==> src/rtl/rn_pkg.sv <==
`timescale 1ns/1ps
package rn_pkg;
    // Free-list controller states
    typedef enum logic [0:0] {
        FL_FILL = 1'b0,   // seeding the free list after reset
        FL_RUN  = 1'b1    // normal allocate / release operation
    } fl_state_e;
endpackage

==> src/rtl/rn_map_table.sv <==
`timescale 1ns/1ps
// One architectural-to-physical map. Bulk load happens first, then the single
// write port lands on top of it, so a flush and a retirement in one cycle compose.
module rn_map_table #(
    parameter int NUM_ARCH = 16,
    parameter int TAG_W    = 6,
    parameter int AIDX_W   = $clog2(NUM_ARCH)
) (
    input  logic                             clk,
    input  logic                             rst_n,
    input  logic                             wr_en,
    input  logic [AIDX_W-1:0]                wr_idx,
    input  logic [TAG_W-1:0]                 wr_tag,
    input  logic                             load_en,
    input  logic [NUM_ARCH-1:0][TAG_W-1:0]   load_img,
    output logic [NUM_ARCH-1:0][TAG_W-1:0]   img_q
);
    logic [NUM_ARCH-1:0][TAG_W-1:0] img_d;

    for (genvar g = 0; g < NUM_ARCH; g++) begin : g_ent
        if (g == 0) begin : g_zero
            // register 0 is pinned: no write port reaches it
            assign img_d[g] = load_en ? load_img[g] : img_q[g];
        end else begin : g_norm
            assign img_d[g] = (wr_en && (wr_idx == AIDX_W'(g))) ? wr_tag
                            : (load_en ? load_img[g] : img_q[g]);
        end
    end

    always_ff @(posedge clk or negedge rst_n) begin
        if (!rst_n) begin
            for (int i = 0; i < NUM_ARCH; i++) img_q[i] <= TAG_W'(i);
        end else begin
            img_q <= img_d;
        end
    end

    // entry 0 never leaves physical tag 0
    p_zero_pinned_r4: assert property (@(posedge clk) disable iff (!rst_n)
        img_q[0] == '0)
        else $error("map entry 0 lost tag 0");
endmodule

==> src/rtl/rn_free_list.sv <==
`timescale 1ns/1ps
// Circular free list with a speculative head, a commit-side head checkpoint
// and a tail. Seeded one entry per cycle after reset.
module rn_free_list
    import rn_pkg::*;
#(
    parameter int DEPTH    = 32,
    parameter int TAG_W    = 6,
    parameter int BASE_TAG = 16
) (
    input  logic             clk,
    input  logic             rst_n,
    input  logic             pop_en,
    input  logic             push_en,
    input  logic [TAG_W-1:0] push_tag,
    input  logic             cpop_en,
    input  logic             restore_en,
    output logic [TAG_W-1:0] head_tag,
    output logic             empty,
    output logic             ready
);
    localparam int IW = $clog2(DEPTH);
    localparam int PW = IW + 1;

    fl_state_e        state_q, state_d;
    logic [PW-1:0]    head_q, tail_q, chead_q;
    logic [PW-1:0]    chead_d;
    logic [TAG_W-1:0] mem_q [DEPTH];
    logic             wr_en;
    logic [TAG_W-1:0] wr_tag;

    // next-state logic
    always_comb begin
        state_d = state_q;
        unique case (state_q)
            FL_FILL: if (tail_q == PW'(DEPTH - 1)) state_d = FL_RUN;
            FL_RUN:  state_d = FL_RUN;
        endcase
    end

    // state register
    always_ff @(posedge clk or negedge rst_n) begin
        if (!rst_n) state_q <= FL_FILL;
        else        state_q <= state_d;
    end

    // outputs and write selection per state
    always_comb begin
        ready  = 1'b0;
        wr_en  = 1'b0;
        wr_tag = push_tag;
        unique case (state_q)
            FL_FILL: begin
                wr_en  = 1'b1;
                wr_tag = TAG_W'(BASE_TAG) + TAG_W'(tail_q[IW-1:0]);
            end
            FL_RUN: begin
                ready = 1'b1;
                wr_en = push_en;
            end
        endcase
    end

    assign empty    = !ready || (head_q == tail_q);
    assign head_tag = mem_q[head_q[IW-1:0]];
    assign chead_d  = cpop_en ? chead_q + PW'(1) : chead_q;

    always_ff @(posedge clk) begin
        if (wr_en) mem_q[tail_q[IW-1:0]] <= wr_tag;
    end

    always_ff @(posedge clk or negedge rst_n) begin
        if (!rst_n) begin
            head_q  <= '0;
            tail_q  <= '0;
            chead_q <= '0;
        end else begin
            if (wr_en) tail_q <= tail_q + PW'(1);
            chead_q <= chead_d;
            if (restore_en)  head_q <= chead_d;
            else if (pop_en) head_q <= head_q + PW'(1);
        end
    end

    // never allocate from an empty list
    p_pop_nonempty_r5: assert property (@(posedge clk) disable iff (!rst_n)
        pop_en |-> !empty)
        else $error("pop from empty free list");

    // occupancy never exceeds the storage
    p_no_overflow_r6: assert property (@(posedge clk) disable iff (!rst_n)
        ready |-> ((tail_q - head_q) <= PW'(DEPTH)))
        else $error("free list overflow");

    // the commit checkpoint always sits exactly one storage depth behind the tail
    p_checkpoint_gap_r8: assert property (@(posedge clk) disable iff (!rst_n)
        ready |-> ((tail_q - chead_q) == PW'(DEPTH)))
        else $error("commit checkpoint out of step with tail");

    // no traffic while seeding
    p_quiet_fill_r1: assert property (@(posedge clk) disable iff (!rst_n)
        !ready |-> !(pop_en || push_en || cpop_en || restore_en))
        else $error("traffic during free-list seeding");
endmodule

==> src/rtl/rn_rename_unit.sv <==
`timescale 1ns/1ps
module rn_rename_unit #(
    parameter int NUM_ARCH = 16,
    parameter int NUM_PHYS = 48
) (
    input  logic                          clk,
    input  logic                          rst_n,
    input  logic                          ren_valid,
    input  logic [$clog2(NUM_ARCH)-1:0]   ren_src1_arch,
    input  logic [$clog2(NUM_ARCH)-1:0]   ren_src2_arch,
    input  logic [$clog2(NUM_ARCH)-1:0]   ren_dst_arch,
    output logic [$clog2(NUM_PHYS)-1:0]   ren_src1_tag,
    output logic [$clog2(NUM_PHYS)-1:0]   ren_src2_tag,
    output logic [$clog2(NUM_PHYS)-1:0]   ren_dst_tag,
    output logic                          ren_stall,
    output logic                          ren_accept,
    input  logic                          ret_valid,
    input  logic [$clog2(NUM_ARCH)-1:0]   ret_dst_arch,
    input  logic [$clog2(NUM_PHYS)-1:0]   ret_dst_tag,
    input  logic                          flush
);
    localparam int AIDX_W     = $clog2(NUM_ARCH);
    localparam int TAG_W      = $clog2(NUM_PHYS);
    localparam int FREE_DEPTH = NUM_PHYS - NUM_ARCH;

    logic [NUM_ARCH-1:0][TAG_W-1:0] spec_img, cmt_img;
    logic [TAG_W-1:0]  fl_head;
    logic              fl_empty, fl_ready;
    logic              dst_nz, alloc, ret_wr;
    logic              spec_wr_en;
    logic [AIDX_W-1:0] spec_wr_idx;
    logic [TAG_W-1:0]  spec_wr_tag;

    assign dst_nz     = (ren_dst_arch != '0);
    assign ren_stall  = ren_valid && (!fl_ready || (dst_nz && fl_empty));
    assign ren_accept = ren_valid && !ren_stall && !flush;
    assign alloc      = ren_accept && dst_nz;
    assign ret_wr     = ret_valid && (ret_dst_arch != '0);

    assign ren_src1_tag = spec_img[ren_src1_arch];
    assign ren_src2_tag = spec_img[ren_src2_arch];
    assign ren_dst_tag  = dst_nz ? fl_head : '0;

    // On flush the speculative map loads the committed image and the
    // same-cycle retirement rides the write port on top of it.
    always_comb begin
        if (flush) begin
            spec_wr_en  = ret_wr;
            spec_wr_idx = ret_dst_arch;
            spec_wr_tag = ret_dst_tag;
        end else begin
            spec_wr_en  = alloc;
            spec_wr_idx = ren_dst_arch;
            spec_wr_tag = fl_head;
        end
    end

    rn_map_table #(.NUM_ARCH(NUM_ARCH), .TAG_W(TAG_W), .AIDX_W(AIDX_W)) u_spec_map (
        .clk      (clk),
        .rst_n    (rst_n),
        .wr_en    (spec_wr_en),
        .wr_idx   (spec_wr_idx),
        .wr_tag   (spec_wr_tag),
        .load_en  (flush),
        .load_img (cmt_img),
        .img_q    (spec_img)
    );

    rn_map_table #(.NUM_ARCH(NUM_ARCH), .TAG_W(TAG_W), .AIDX_W(AIDX_W)) u_cmt_map (
        .clk      (clk),
        .rst_n    (rst_n),
        .wr_en    (ret_wr),
        .wr_idx   (ret_dst_arch),
        .wr_tag   (ret_dst_tag),
        .load_en  (1'b0),
        .load_img ('0),
        .img_q    (cmt_img)
    );

    rn_free_list #(.DEPTH(FREE_DEPTH), .TAG_W(TAG_W), .BASE_TAG(NUM_ARCH)) u_free (
        .clk        (clk),
        .rst_n      (rst_n),
        .pop_en     (alloc),
        .push_en    (ret_wr),
        .push_tag   (cmt_img[ret_dst_arch]),
        .cpop_en    (ret_wr),
        .restore_en (flush),
        .head_tag   (fl_head),
        .empty      (fl_empty),
        .ready      (fl_ready)
    );

    // one cycle after a flush both maps agree
    p_flush_copy_r7: assert property (@(posedge clk) disable iff (!rst_n)
        flush |=> (spec_img == cmt_img))
        else $error("speculative map differs from committed map after flush");

    // a flush cycle never accepts a request
    p_flush_blocks_r9: assert property (@(posedge clk) disable iff (!rst_n)
        flush |-> !ren_accept)
        else $error("request accepted during flush");

    // an accepted writer never receives tag 0
    p_dst_nonzero_r3: assert property (@(posedge clk) disable iff (!rst_n)
        (ren_accept && dst_nz) |-> (ren_dst_tag != '0))
        else $error("writer allocated tag 0");

    // a stall with no release or flush leaves the offered tag unchanged
    p_stall_holds_r5: assert property (@(posedge clk) disable iff (!rst_n)
        (ren_stall && fl_ready && !ret_valid && !flush) |=> $stable(fl_head))
        else $error("free-list head moved during stall");

    // register 0 always reads tag 0
    p_zero_src_r4: assert property (@(posedge clk) disable iff (!rst_n)
        (ren_src1_arch == '0) |-> (ren_src1_tag == '0))
        else $error("register 0 read a non-zero tag");
endmodule

==> config.mk <==
export PLATFORM = sky130hd
export DESIGN_NAME = rn_rename_unit
export DESIGN_NICKNAME = d
export VERILOG_FILES = /design/src/rtl/rn_pkg.sv /design/src/rtl/rn_map_table.sv /design/src/rtl/rn_free_list.sv /design/src/rtl/rn_rename_unit.sv
export SDC_FILE = /design/constraint.sdc
export NUM_CORES = 1
export LEC_CHECK = 0
export BUFFER_PORTS_ARGS = -buffer_cell sky130_fd_sc_hd__buf_4
export CAP_MARGIN = 5
export CORE_ASPECT_RATIO = 0.75
export CORE_MARGIN = 2
export CORE_UTILIZATION = 25
export DETAILED_ROUTE_END_ITERATION = 6
export GPL_ROUTABILITY_DRIVEN = 0
export SLEW_MARGIN = 20
export SYNTH_ARGS = -nofsm -noshare
export SYNTH_HDL_FRONTEND = slang
export SYNTH_HIERARCHICAL = 1
export SYNTH_SLANG_ARGS = --single-unit
==> constraint.sdc <==
create_clock -name clk -period 3.47 [get_ports clk]
set_input_delay 0.1735 -clock clk [delete_from_list [all_inputs] [get_ports clk]]
set_output_delay 0.1735 -clock clk [all_outputs]
set_load 0.02 [all_outputs]
==> flow_summary.json, run 1 <==
{
  "start_util": 0.252,
  "numCtsBuffers": 43,
  "p_leak_uw": 0.00904,
  "status": "completed",
  "p_comb_frac": 0.300,
  "ff2ff_setup_slack_ns": 0.40,
  "pwr-share-seq": 0.394,
  "cp-start-kind": "flip-flop",
  "synth_edf_count": 192,
  "p_int_uw": 10800,
  "p_clk_frac": 0.306,
  "fill_cells": 8136,
  "fmax_ghz": 0.299,
  "ys_types": 51,
  "critPathCaptureType": "output port",
  "htreeDepth": 2,
  "yosysSeqAreaShare": 0.540,
  "clk_path_buf_depth": 3,
  "finalClockSkew_ns": 0.0519,
  "synth_area_per_cell_sq_um": 15.7,
  "cp.required_ns": 3.30,
  "grt_max_degree": 97,
  "grt_pass1_wl_mm": 86.5,
  "vias": 12619,
  "die_width_um": 336,
  "multi_input_area_sq_um": 9360,
  "final_nets": 1543,
  "antenna_cells": 0,
  "rsz0062_at_grt": "no",
  "final_cells": 2614,
  "r2r-start": "u_free/head_q[0]",
  "timing.final.setup_violations": 0,
  "maxCapViolCount": 0,
  "clkSinkCount": 403,
  "swShare": 0.320,
  "routedWlPerCell_um": 22.3,
  "rr_endpoint": "u_spec_map/img_q[48]",
  "relSlewSlack": 0.447,
  "vdd_drop_max_uv": 388,
  "arrival_ns": 3.17,
  "drt-initial-drc-count": 1051,
  "coreArea_sq_um": 82000,
  "finalSetupTns_ns": 0,
  "clk_pin_slew_ns": 0.06,
  "worstMarginPinSlew_ns": 0.828,
  "antenna_found_initial": 3,
  "ys_ff_latch": 403,
  "yosys_most_used_dff": "edfxtp_1",
  "ant_nets": 0,
  "first_pass_iters": 5,
  "grt_util_all_layers": 0.137,
  "synth_warnings": 6,
  "cts_tree": "built",
  "powerDensity_nw_per_um2": 645,
  "grt_pass1_vias": 12767,
  "port_buffers": 46,
  "post-route-min-period_ns": 3.34,
  "critical_path_class": "reg2out",
  "r2r_cells": 9,
  "register_area_sq_um": 11100,
  "fin_crit_sh": 0.963,
  "placed_cells": 2511,
  "dp_hpwl_mm": 39.7,
  "viasPerCell": 4.83,
  "syn_inst": 1314,
  "hold_start": "ret_dst_tag[5]",
  "holdPathStages": 2,
  "hold_end": "u_cmt_map/img_q[53]",
  "ys_async_sr_fraction": 0.524,
  "drc": 0,
  "drive_gt1_frac": 0.487,
  "dieArea_sq_um": 84800,
  "cts-root-buf": "clkbuf_16",
  "clkLatencyLatePin_ns": 0.60,
  "die_h_um": 253,
  "p_sw_uw": 5070,
  "grt_overflow": 0,
  "row_count": 91,
  "syn2layout_area_growth_pct": 19.1,
  "hold_viol_final": 0,
  "ios": 47,
  "min_path_type": "in2reg",
  "finalWirelength_mm": 58.4,
  "path_max_fanout": 5,
  "slew_violations": 0,
  "synthesis.area_sq_um": 20600
}
-- kinds of logic after synthesis --
| family | share of synthesized area |
|---|---|
| muxes | 0.348 |
| AOI/OAI and AO/OA | 0.0325 |
| adders and majority gates | 0.00364 |
| other | 0.000182 |
| xor gates and xnor gates | 0.00892 |
| buffers and inverters | 0.0257 |
| and+or+nand+nor | 0.0417 |
| DFF | 0.540 |
-- cells in the mapped netlist (8+ instances only) --
| cell type | number | share of area |
|---|---|---|
| xnor2_1 | 13 | 0.0055 |
| o21ai_0 | 10 | 0.0024 |
| mux2i_1 | 27 | 0.013 |
| mux4_2 | 71 | 0.078 |
| mux2_2 | 387 | 0.21 |
| nand2b_1 | 13 | 0.0039 |
| nor2b_1 | 12 | 0.0036 |
| buf_2 | 27 | 0.0066 |
| o22ai_1 | 11 | 0.0033 |
| xor2_1 | 8 | 0.0034 |
| mux4_1 | 36 | 0.046 |
| nand2_1 | 37 | 0.0067 |
| a21oi_1 | 10 | 0.0024 |
| edfxtp_1 | 192 | 0.28 |
| nor2_1 | 55 | 0.010 |
| dfstp_2 | 64 | 0.082 |
| dfrtp_1 | 147 | 0.18 |
| clkbuf_1 | 50 | 0.0091 |
| a22oi_1 | 37 | 0.013 |
-- metrics by stage --
stage	util	area [sq um]	setup WS [ns]	total power [uW]	hold WS (ns)
2_1_floorplan	-	21000	0.194	9170	-0.122
3_3_place_gp	0.278	22800	0.259	10700	0.221
3_5_place_dp	0.278	22800	0.301	10800	0.223
4_1_cts	0.298	24400	0.0433	15800	0.0155
5_1_grt	0.300	24600	0.0253	16500	0.0362
6_report	0.300	24600	0.127	15800	0.0485
-- layout by cell type, fill, tap and decap left out, types with 37 or more instances in the layout --
cell type and count:
a22oi_1 37, buf_4 140, clkbuf_16 43, conb_1 97
dfrtp_1 143, dfstp_2 64, edfxtp_1 192, mux2_2 387
mux4_2 71, nand2_1 37, nor2_1 55
-- critical path: stages (launching register included) --
cell       delay, ns
dfrtp_4         0.53
buf_12          0.15
buf_4           0.12
mux4_1          0.50
a22o_1          0.27
a2111oi_2       0.28
a21oi_1         0.18
and2b_1         0.32
buf_4           0.20
-- cell type report --
cell class / instances / area share
Clock inverter: 24 / 0.0123
Multi-Input combinational cell: 907 / 0.381
Clock buffer: 56 / 0.0491
Tap cell: 1069 / 0.0545
Sequential cell: 403 / 0.453
Timing Repair Buffer: 152 / 0.0493
Inverter: 3 / 0.000459
-- power groups by stage --
| stage | logic [uW] | registers [uW] | clock network [uW] |
|---|---|---|---|
| global route | 5070 | 6320 | 5140 |
| global placement | 4400 | 6330 | 0 |
| finish | 4750 | 6250 | 4840 |
| CTS | 4560 | 6270 | 4950 |
| floorplan | 3080 | 6090 | 0 |
| detailed placement | 4470 | 6380 | 0 |
-- registers in the layout (all words and copies together), names as in the netlist --
signal            cells
u_free/tail_q         6
u_free/mem_q        192
u_spec_map/img_q     96
u_free/head_q         6
u_free/chead_q        6
u_free/state_q        1
u_cmt_map/img_q      96
-- layer usage --
| layer | routed length [um] | GRT usage |
|---|---|---|
| met1 | 28200 | 0.211 |
| met3 | 5000 | 0.0325 |
| met4 | 1010 | 0.0337 |
| met2 | 24100 | 0.192 |
| met5 | 38 | 0 |
-- worst max-delay path by stage --
stage | from | to | slack [ns] | cells past startpoint
floorplan | u_free/head_q[0] | u_spec_map/img_q[20] | 0.19 | 13
global placement | u_free/head_q[0] | u_spec_map/img_q[20] | 0.26 | 7
detailed placement | u_free/head_q[0] | u_spec_map/img_q[24] | 0.30 | 6
CTS | u_free/head_q[0] | ren_dst_tag[1] | 0.04 | 6
global route | u_free/head_q[0] | ren_dst_tag[2] | 0.03 | 9
finish | u_free/head_q[0] | ren_dst_tag[1] | 0.13 | 8
-- repair_timing --
action	4_1_cts	5_1_grt
gates cloned	0	0
endpoints found under the setup margin	3	3
hold buffers	7	0
setup buffers	1	15
resized for setup	4	1
hold endpoints to repair	123	0
pin swaps	0	0
(Power assumes the default switching activity.)
==> run 2, diff against run 1 <==
--- a/config.mk
+++ b/config.mk
@@ -10,3 +10,3 @@
 export CORE_ASPECT_RATIO = 0.75
-export CORE_MARGIN = 2
+export CORE_MARGIN = 1
 export CORE_UTILIZATION = 25
==> constraint.sdc (replaced) <==
create_clock -name clk -period 3.47 [get_ports clk]
set_input_delay 0.694 -clock clk [delete_from_list [all_inputs] [get_ports clk]]
set_output_delay 0.694 -clock clk [all_outputs]
set_load 0.02 [all_outputs]
==> run 2 against run 1 <==
Compared with the run above: die area down 1.4%; critical path depth unchanged; design area up 1.6%; non-clock buffer count up 22; flip-flop and latch count unchanged; maximum frequency down 2.6%; global-route usage up 0.093 points; largest power group unchanged.
==> flow_summary.json, run 2 (synthesis results as in run 1) <==
{
  "numCtsBuffers": 41,
  "r2r-start": "u_free/head_q[0]",
  "final_core_util": 0.308,
  "die_width_um": 334,
  "first_pass_iters": 5,
  "dr_wl_met2_mm": 25.2,
  "critPathCaptureType": "output port",
  "viasPerCell": 4.81,
  "drive_gt1_frac": 0.522,
  "clk_path_buf_depth": 3,
  "cp-start-kind": "flip-flop",
  "fmax_ghz": 0.291,
  "antenna_found_initial": 5,
  "cts_tree": "built",
  "met3WireLength_mm": 4.25,
  "arrival_ns": 2.74,
  "crit_chain": "buf_12 > buf_16 > buf_4 > mux4_2 > a22oi_2 > a21oi_2 > and2b_2 > buf_6",
  "finalSetupTns_ns": 0,
  "ios": 47,
  "slew_violations": 0,
  "layout_common_cells": "mux2_2, edfxtp_1, buf_4, dfrtp_1, conb_1",
  "layout_commonest_cell": "mux2_2",
  "htreeDepth": 2,
  "clkSinkCount": 403,
  "rsz0062_at_grt": "yes",
  "min_path_type": "in2async",
  "grt_max_degree": 97,
  "fin_crit_sh": 0.989,
  "fin_area_sq_um": 24900,
  "critPathLaunch": "u_free/head_q[0]",
  "maxCapViolCount": 0,
  "dieArea_sq_um": 83600,
  "cts-root-buf": "clkbuf_16",
  "max_stage_delay_ns": 0.49,
  "worstMarginPinSlew_ns": 0.859,
  "ant_nets": 0,
  "placed_area_sq_um": 23000,
  "fill_cells": 7962,
  "grt_overflow": 0,
  "timing.final.setup_violations": 0,
  "routedWlPerCell_um": 22.1,
  "cp.required_ns": 2.78,
  "top_layer_used": "met5",
  "post-route-min-period_ns": 3.43,
  "clk_pin_slew_ns": 0.06,
  "finalClockSkew_ns": 0.0600,
  "critical_path_class": "reg2out",
  "row_count": 90,
  "wl_met1_mm": 27.5,
  "powerDensity_nw_per_um2": 654,
  "path_max_fanout": 15,
  "finalWirelength_mm": 57.9,
  "slowest_stage": "mux4_2",
  "grt_util_all_layers": 0.138,
  "final_nets": 1563,
  "syn2layout_area_growth_pct": 21.0,
  "drc": 0,
  "coreArea_sq_um": 81100,
  "port_buffers": 46,
  "relSlewSlack": 0.427,
  "clkLatencyLatePin_ns": 0.62,
  "drt-initial-drc-count": 1160,
  "grt_pass1_wl_mm": 85.8,
  "hold_viol_final": 0,
  "vdd_drop_max_uv": 643,
  "start_util": 0.254,
  "grt_pass1_vias": 12792,
  "vias": 12615,
  "dp_hpwl_mm": 39.6,
  "p_leak_uw": 0.00917,
  "status": "completed",
  "die_h_um": 251,
  "largest_reg_flops": 192
}
==> run 2: cell type report <==
type | instances | area, sq um | share of cell area
Sequential cell | 403 | 11100 | 0.446
Multi-Input combinational cell | 907 | 9530 | 0.382
Timing Repair Buffer | 174 | 1480 | 0.0592
Tap cell | 1058 | 1320 | 0.0531
Clock buffer | 59 | 1230 | 0.0495
Clock inverter | 17 | 240 | 0.00963
Inverter | 3 | 11.3 | 0.000451
Antenna cell | 1 | 2.50 | 0.000100
==> run 2: layer usage <==
metal / vias up / track usage
met5: - / 0
met4: 6 / 0.0344
met3: 67 / 0.0296
met2: 414 / 0.202
met1: 6651 / 0.206
li1: 5477 / -
==> run 2: repair_timing <==
item / in CTS / in global routing
pin swaps: 8 / 7
gates cloned: 2 / 0
hold endpoints to repair: 0 / 0
hold buffers: 0 / 0
endpoints found under the setup margin: 8 / 8
buffers inserted: 10 / 11
resized for setup: 42 / 19
==> run 2: power breakdown <==
group | switching, uW | internal [uW] | total (uW)
sequential | 463 | 5780 | 6240
combinational | 2750 | 2570 | 5320
clock | 2010 | 2740 | 4750
total | 5220 | 11100 | 16300
==> run 2: path summary, 6_finish.rpt <==
path	to	slack [ns]	cells after the start
max in group asynchronous	u_cmt_map/img_q[51]	2.55	2
hold / removal	u_cmt_map/img_q[48]	0.08	1
min in group clk	u_free/chead_q[5]	0.46	1
setup / recovery	ren_dst_tag[1]	0.04	8
setup reg to reg	u_spec_map/img_q[73]	0.32	11
hold reg to reg	u_free/chead_q[5]	0.46	1
==> run 2: metrics by stage <==
step           setup WS [ns]  power, uW  cells  hold slack, ns
2_1_floorplan          0.194       9170   1410           0.398
3_3_place_gp           0.301      10800   2524           0.453
3_5_place_dp           0.273      10900   2524           0.459
4_1_cts              -0.0321      16200   2612          0.0699
5_1_grt              -0.0529      17000   2621          0.0923
6_report              0.0375      16300   2622          0.0778
==> run 2: worst max-delay path: cells and delay by family (launching register included) <==
family,cells,cell delay [ns]
compound gates,2,0.31
buf+inv,4,0.58
flops,1,0.48
mux,1,0.49
simple gates,1,0.25
